File: config.mk
export PLATFORM = sky130hd
export DESIGN_NAME = twb_cond_detect
export DESIGN_NICKNAME = d
export VERILOG_FILES = /design/src/rtl/twb_pkg.sv /design/src/rtl/twb_sync.sv /design/src/rtl/twb_glitch_filt.sv /design/src/rtl/twb_cond_logic.sv /design/src/rtl/twb_cond_detect.sv
export SDC_FILE = /design/constraint.sdc
export NUM_CORES = 1
export LEC_CHECK = 0
export ABC_AREA = 1
export BUFFER_PORTS_ARGS = -buffer_cell sky130_fd_sc_hd__buf_2
export CAP_MARGIN = 40
export CORE_MARGIN = 5
export CORE_UTILIZATION = 40
export CTS_CLUSTER_DIAMETER = 50
export DETAILED_ROUTE_END_ITERATION = 7
export GPL_ROUTABILITY_DRIVEN = 0
export PLACE_DENSITY = 0.63
export SLEW_MARGIN = 40
export SYNTH_ARGS = -nofsm -noshare
export SYNTH_HDL_FRONTEND = slang
export SYNTH_HIERARCHICAL = 1
export SYNTH_SLANG_ARGS = --single-unit
export TNS_END_PERCENT = 10
File: constraint.sdc
create_clock -name clk -period 1.1 [get_ports clk]
set_input_delay 0.22 -clock clk [delete_from_list [all_inputs] [get_ports clk]]
set_output_delay 0.22 -clock clk [all_outputs]
set_load 0.02 [all_outputs]
File: src/rtl/twb_pkg.sv
package twb_pkg;
  localparam int unsigned LANES    = 2;
  localparam int unsigned LANE_SCL = 0;
  localparam int unsigned LANE_SDA = 1;

  typedef struct packed {
    logic start;
    logic stop;
    logic rise;
    logic fall;
  } twb_strobe_t;
endpackage

File: src/rtl/twb_sync.sv
module twb_sync #(
  parameter int unsigned STAGES  = 2,
  parameter logic        RST_VAL = 1'b1
) (
  input  logic clk,
  input  logic rst_n,
  input  logic d_i,
  output logic q_o
);
  logic [STAGES-1:0] chain_q;
  logic [STAGES-1:0] chain_d;

  always_comb begin
    chain_d = {chain_q[STAGES-2:0], d_i};
  end

  always_ff @(posedge clk or negedge rst_n) begin
    if (!rst_n) chain_q <= {STAGES{RST_VAL}};
    else        chain_q <= chain_d;
  end

  assign q_o = chain_q[STAGES-1];
endmodule

File: src/rtl/twb_glitch_filt.sv
module twb_glitch_filt #(
  parameter int unsigned FILT_CYCLES = 6,
  parameter logic        RST_VAL     = 1'b1
) (
  input  logic clk,
  input  logic rst_n,
  input  logic d_i,
  output logic q_o
);
  localparam int unsigned CW  = $clog2(FILT_CYCLES + 1);
  localparam logic [CW-1:0] LAST = CW'(FILT_CYCLES - 1);

  logic [CW-1:0] cnt_q, cnt_d;
  logic          lvl_q, lvl_d;

  always_comb begin
    cnt_d = cnt_q;
    lvl_d = lvl_q;
    if (d_i == lvl_q) begin
      cnt_d = '0;
    end else if (cnt_q == LAST) begin
      lvl_d = d_i;
      cnt_d = '0;
    end else begin
      cnt_d = cnt_q + 1'b1;
    end
  end

  always_ff @(posedge clk or negedge rst_n) begin
    if (!rst_n) begin
      cnt_q <= '0;
      lvl_q <= RST_VAL;
    end else begin
      cnt_q <= cnt_d;
      lvl_q <= lvl_d;
    end
  end

  assign q_o = lvl_q;
endmodule

File: src/rtl/twb_cond_logic.sv
module twb_cond_logic
  import twb_pkg::*;
(
  input  logic        clk,
  input  logic        rst_n,
  input  logic        scl_f_i,
  input  logic        sda_f_i,
  output twb_strobe_t strb_o,
  output logic        bit_o
);
  logic        scl_q, sda_q;
  twb_strobe_t strb_q, strb_d;
  logic        bit_q, bit_d;

  always_comb begin
    strb_d.start = scl_q & scl_f_i & sda_q & ~sda_f_i;
    strb_d.stop  = scl_q & scl_f_i & ~sda_q & sda_f_i;
    strb_d.rise  = ~scl_q & scl_f_i;
    strb_d.fall  = scl_q & ~scl_f_i;
    bit_d        = strb_d.rise ? sda_f_i : bit_q;
  end

  always_ff @(posedge clk or negedge rst_n) begin
    if (!rst_n) begin
      scl_q  <= 1'b1;
      sda_q  <= 1'b1;
      strb_q <= '0;
      bit_q  <= 1'b0;
    end else begin
      scl_q  <= scl_f_i;
      sda_q  <= sda_f_i;
      strb_q <= strb_d;
      bit_q  <= bit_d;
    end
  end

  assign strb_o = strb_q;
  assign bit_o  = bit_q;
endmodule

File: src/rtl/twb_cond_detect.sv
module twb_cond_detect
  import twb_pkg::*;
#(
  parameter int unsigned SYNC_STAGES = 2,
  parameter int unsigned FILT_CYCLES = 6
) (
  input  logic clk,
  input  logic rst_n,
  input  logic scl_i,
  input  logic sda_i,
  output logic start_o,
  output logic stop_o,
  output logic scl_rise_o,
  output logic scl_fall_o,
  output logic bit_o
);
  logic [LANES-1:0] line_raw;
  logic [LANES-1:0] line_sync;
  logic [LANES-1:0] line_filt;
  twb_strobe_t      strb;
  logic             scl_sync, scl_filt, sda_filt;

  assign line_raw[LANE_SCL] = scl_i;
  assign line_raw[LANE_SDA] = sda_i;

  for (genvar g = 0; g < LANES; g++) begin : g_lane
    twb_sync #(.STAGES(SYNC_STAGES), .RST_VAL(1'b1)) u_sync (
      .clk  (clk),
      .rst_n(rst_n),
      .d_i  (line_raw[g]),
      .q_o  (line_sync[g])
    );
    twb_glitch_filt #(.FILT_CYCLES(FILT_CYCLES), .RST_VAL(1'b1)) u_filt (
      .clk  (clk),
      .rst_n(rst_n),
      .d_i  (line_sync[g]),
      .q_o  (line_filt[g])
    );
  end

  assign scl_sync = line_sync[LANE_SCL];
  assign scl_filt = line_filt[LANE_SCL];
  assign sda_filt = line_filt[LANE_SDA];

  twb_cond_logic u_cond (
    .clk    (clk),
    .rst_n  (rst_n),
    .scl_f_i(scl_filt),
    .sda_f_i(sda_filt),
    .strb_o (strb),
    .bit_o  (bit_o)
  );

  assign start_o    = strb.start;
  assign stop_o     = strb.stop;
  assign scl_rise_o = strb.rise;
  assign scl_fall_o = strb.fall;
endmodule

==> results of run 1 <==
[per-layer routing]
metal	wire, um	global-route usage	up-vias
met2	408	0.1276	12
met5	0	0	-
met4	8	0.02620	0
met3	87	0.06017	2
met1	452	0.1000	203
li1	-	-	240
[cells by family after synthesis]
kind of cell    Yosys count  share of synthesized area
buf+inv                  13                    0.06879
flops                    19                     0.6843
compound gates            1                   0.007048
xor+xnor                  2                    0.02470
simple gates             36                     0.2152
[flip-flops by register name, summed over array words and instances (netlist names)]
signal and cells:
u_cond/scl_q 1, u_cond/bit_o 1, u_cond/sda_q 1, u_cond/strb_o 4, g_lane.u_filt/q_o 2, g_lane.u_filt/cnt_q 6
g_lane.u_sync/chain_q 4
[timing repair]
item,CTS,global route
hold endpoints to repair,11,1
setup endpoints to repair,0,3
buffers inserted,0,1
resized for setup,0,0
hold buffers,1,1
[worst paths after layout]
check | from | to | cells past startpoint
setup reg to reg | g_lane[0].u_filt/q_o | g_lane[0].u_filt/cnt_q[1] | 4
setup / recovery | u_cond/bit_o | bit_o | 1
hold / removal | sda_i | g_lane[1].u_sync/chain_q[0] | 1
hold reg to reg | g_lane[0].u_sync/chain_q[0] | g_lane[0].u_sync/chain_q[1] | 0
min in group asynchronous | rst_n | g_lane[1].u_filt/cnt_q[0] | 2
max in group asynchronous | rst_n | g_lane[0].u_sync/chain_q[0] | 2
[cell type report]
type,count,area [um^2]
Tap cell,25,31.28
Clock buffer,4,26.28
Fill cell,154,873.3
Inverter,13,48.80
Multi-Input combinational cell,39,175.2
Sequential cell,19,485.5
Timing Repair Buffer,11,67.56
[layout by cell type (no fill, tap or decap)]
cell type | synthesis | routed
clkbuf_4 | 0 | 3
nand2_1 | 18 | 18
a21oi_1 | 1 | 1
nor3_2 | 1 | 1
buf_4 | 0 | 1
nor2_1 | 10 | 10
dlygate4sd3_1 | 0 | 2
nand2_2 | 2 | 2
dfrtp_1 | 11 | 11
clkbuf_1 | 0 | 1
dfstp_2 | 8 | 8
xnor2_1 | 2 | 2
buf_2 | 0 | 8
nand3_1 | 5 | 5
inv_1 | 13 | 13
[report_power, final]
part           internal [mW]  total, mW  switching [mW]
registers               1.00       1.20           0.197
logic                  0.264      0.653           0.389
clock network          0.141      0.331           0.190
total                   1.41       2.18           0.776
==> reports/results.txt, run 1 <==
startpoint types = flip-flop
Routed Antenna Nets = 0
Worst Hold Slack = 0.02244 ns
die width = 52.12 um
Synth async-reset ratio = 1.000
I/O pins = 9
Final HPWL DP = 690.6 um
RSZ-0062 raised after global routing = true
crit-path cells = buf_2
drt first pass iters = 3
CP Max Fanout = 2
via count = 457
TritonCTS clock tree = done
Setup Crit Path Kind = flip-flop to primary output
max_cap viols = 0
Worst-Margin Slew = 0.3966 ns
GRT Total Usage = 0.08677
GRT Residual Overflow = 0
EDFF count, synth = 0
Num CTS Buffers = 3
Die Ht = 52.12 um
Max Buffers Root-to-Sink = 2
pre-CTS setup slack = 0.1302 ns
slew margin rel. = 0.7356
Syn Area/Cell = 9.992 um^2
crit path buf inv count = 1
Final Util = 0.4886
register area share after synthesis = 0.6843
first-pass GRT wire length = 1656 um
Yosys reg bits = 19
standard-cell rows = 15
Final Skew = 0.0005462 ns
Starting DRT DRC Count = 10
finished layout cell area = 834.6 um^2
Synthesized Nets = 75
TritonCTS Sinks = 19
static leakage = 0.4431 nW
family with the most delay on the worst path = flip-flops
Initial Util = 0.4154
IR drop worst, VDD = 1069 uV
Synth top cells by count = nand2_1 (18), inv_1 (13), dfrtp_1 (11)
post-layout net count = 91
top-count cell post-synth = nand2_1
DR WL/cell = 8.622 um
WP data required = 0.88 ns
Cell Area, Placed = 780.7 um^2
R2R Setup Slk = 0.13 ns
Fmax = 948.8 MHz
share of cells above drive strength 1 = 0.2674
setup ws final = 0.04607 ns
core area = 0.001708 mm^2
DIE AREA = 0.002716 mm^2
Synth warnings = 6
Pins Over Slew Limit = 0
ratio of final minimum period to clock period = 0.9581
H-tree depth = 1
Power, Total = 2.181 mW
setup violators final = 0
fin crit period = 1.054 ns
IO Port Bufs = 8
Yosys top cell area share = 0.3880
root buf cell = clkbuf_4
initial antenna violation count = 0
Crit. End Element = primary output
PwrDens = 2613 mW/mm^2
Post-Route WL = 957 um
min-delay worst type = primary input to flip-flop
Synth-to-Final Area Change = 17.64%
Hold Vio Cnt, Final = 0
status = complete, no violations
Cell Area, Synth = 709.4 um^2
Arr. time, crit path = 0.83 ns
drc violations = 0
number of global-route vias before repair = 404
Unique masters post-synth = 10
Synth area leader = dfrtp_1
Finished Layout Cells = 111
largest net degree at the start of global routing = 20
final setup TNS = 0 ns
Slowest-stage cell, CP = dfrtp_1
Reg clk slew, reported paths = 0.09 ns
ys flop type = dfrtp_1
Post-Synthesis Cells = 71
slowest stage delay, CP = 0.39 ns
diode count = 0
largest cells by area after synthesis = dfrtp_1 (39%), dfstp_2 (30%), nand2_1 (9.5%)
# placed instances = 104
Clk Latency, worst-skew pair = 0.28 ns
vias per std cell = 4.117
Note: power is estimated with default switching activity, not from simulation.
==> inputs of run 2 (changes only) <==
Settings changed: CORE_ASPECT_RATIO set to 0.9, CTS_CLUSTER_DIAMETER 50 to 60.
==> run 2 against run 1 <==
Compared with the run above: routed wire length increased by 1.6%; sequential power is essentially flat; design area rose by 0.15%; via count did not move; first-iteration DRC count decreased by 40%; clock skew up 0.0017 ns.
==> reports/results.txt, run 2 (synthesis gave the netlist of run 1 again) <==
ratio of final minimum period to clock period = 0.9504
DIE AREA = 0.002717 mm^2
startpoint types = flip-flop
static leakage = 0.4425 nW
largest net degree at the start of global routing = 20
Worst R2R Start = g_lane[0].u_filt/q_o
Starting DRT DRC Count = 6
Pins Over Slew Limit = 0
pre-CTS setup slack = 0.1159 ns
Final Util = 0.4970
Post-Route WL = 972 um
Max Buffers Root-to-Sink = 2
CP Max Fanout = 2
crit path buf inv count = 1
TritonCTS Sinks = 19
fin crit period = 1.045 ns
max_cap viols = 0
drc violations = 0
Cell Area, Placed = 779.5 um^2
IR drop worst, VDD = 1036 uV
Routed Antenna Nets = 0
WP data required = 0.88 ns
critical hold path startpoint = g_lane[0].u_sync/chain_q[0]
first-pass GRT wire length = 1725 um
min-delay worst type = flip-flop to flip-flop
number of global-route vias before repair = 429
Setup Crit Path Kind = flip-flop to primary output
PwrDens = 2565 mW/mm^2
Reg2Reg Depth = 4
I/O pins = 9
root buf cell = clkbuf_4
Arr. time, crit path = 0.83 ns
crit-path cells = buf_2
Clk Latency, worst-skew pair = 0.28 ns
standard-cell rows = 14
Slowest-stage cell, CP = dfrtp_1
DR WL/cell = 8.836 um
Synth-to-Final Area Change = 17.81%
setup violators final = 0
max reg flops = 6
R2R Setup Slk = 0.12 ns
RR Endpoint = g_lane[0].u_filt/cnt_q[1]
post-layout net count = 91
die width = 54.39 um
setup ws final = 0.05460 ns
H-tree depth = 1
via count = 457
initial antenna violation count = 0
Final HPWL DP = 715.4 um
RSZ-0062 raised after global routing = false
drt first pass iters = 4
Power, Total = 2.144 mW
GRT Residual Overflow = 0
Reg clk slew, reported paths = 0.09 ns
Setup Fix Bufs, Post-CTS = 0
share of cells above drive strength 1 = 0.2558
TritonCTS clock tree = done
WP depth = 1
Num CTS Buffers = 3
Fmax = 956.6 MHz
IO Port Bufs = 8
cts repair resizes = 0
final setup TNS = 0 ns
Largest Register = g_lane.u_filt/cnt_q
finished layout cell area = 835.8 um^2
status = complete, no violations
Worst-Margin Slew = 0.4074 ns
critical path capture point = bit_o
most common cell after layout, fill and taps aside = nand2_1
diode count = 0
Crit. End Element = primary output
GRT Total Usage = 0.09124
most frequent cells in the layout = nand2_1 (18), inv_1 (13), dfrtp_1 (11), nor2_1 (10)
Final Skew = 0.002286 ns
core area = 0.001682 mm^2
slowest stage delay, CP = 0.39 ns
Die Ht = 49.95 um
Critical Path Start = u_cond/bit_o
Initial Util = 0.4219
Hold Vio Cnt, Final = 0
vias per std cell = 4.155
slew margin rel. = 0.7284
family with the most delay on the worst path = flip-flops
-- run 2: cell types whose count changed in the layout (fill, tap and decap cells not counted), sizes merged --
cell         previous run  this run
dlygate4sd3             2         3
buf                     9         8
-- run 2: timing repair --
| item | CTS | global route |
|---|---|---|
| hold endpoints to repair | 11 | 2 |
| hold buffers | 1 | 2 |
| setup endpoints to repair | 0 | 0 |
-- run 2: final cells by class --
class                   count  area (um^2)
flip-flops and latches     19        485.5
repair buffers             11        70.07
well taps                  24        30.03
clock buffers               4        26.28
multi-input cells          39        175.2
fillers                   169        845.8
inverters                  13        48.80
-- run 2: worst min path at each step --
stage,slack [ns],cells past startpoint,end
floorplan,-0.08,0,g_lane[0].u_filt/cnt_q[0]
global placement,0.17,1,u_cond/strb_o[2]
detailed placement,0.18,1,u_cond/strb_o[2]
CTS,0.008,1,g_lane[1].u_sync/chain_q[0]
global route,0.37,0,g_lane[1].u_sync/chain_q[1]
finish,0.36,0,g_lane[0].u_sync/chain_q[1]
-- run 2: per-layer routing --
metal	share of wire	GRT usage	vias up
met1	0.51	0.1139	202
met5	0	0	-
li1	-	-	240
met4	0.010	0.03734	0
met2	0.41	0.1255	13
met3	0.076	0.05422	2
-- run 2: per-stage QoR --
stage	instances	hold WS, ns
floorplan	71	-0.07559
global placement	103	0.1693
detailed placement	103	0.1774
CTS	108	0.008487
global route	110	0.3669
finish	110	0.3600
-- run 2: report_power, final --
group | total [mW] | internal (mW) | switching [mW]
Combinational | 0.619 | 0.244 | 0.375
Sequential | 1.20 | 1.00 | 0.203
Clock | 0.321 | 0.141 | 0.180
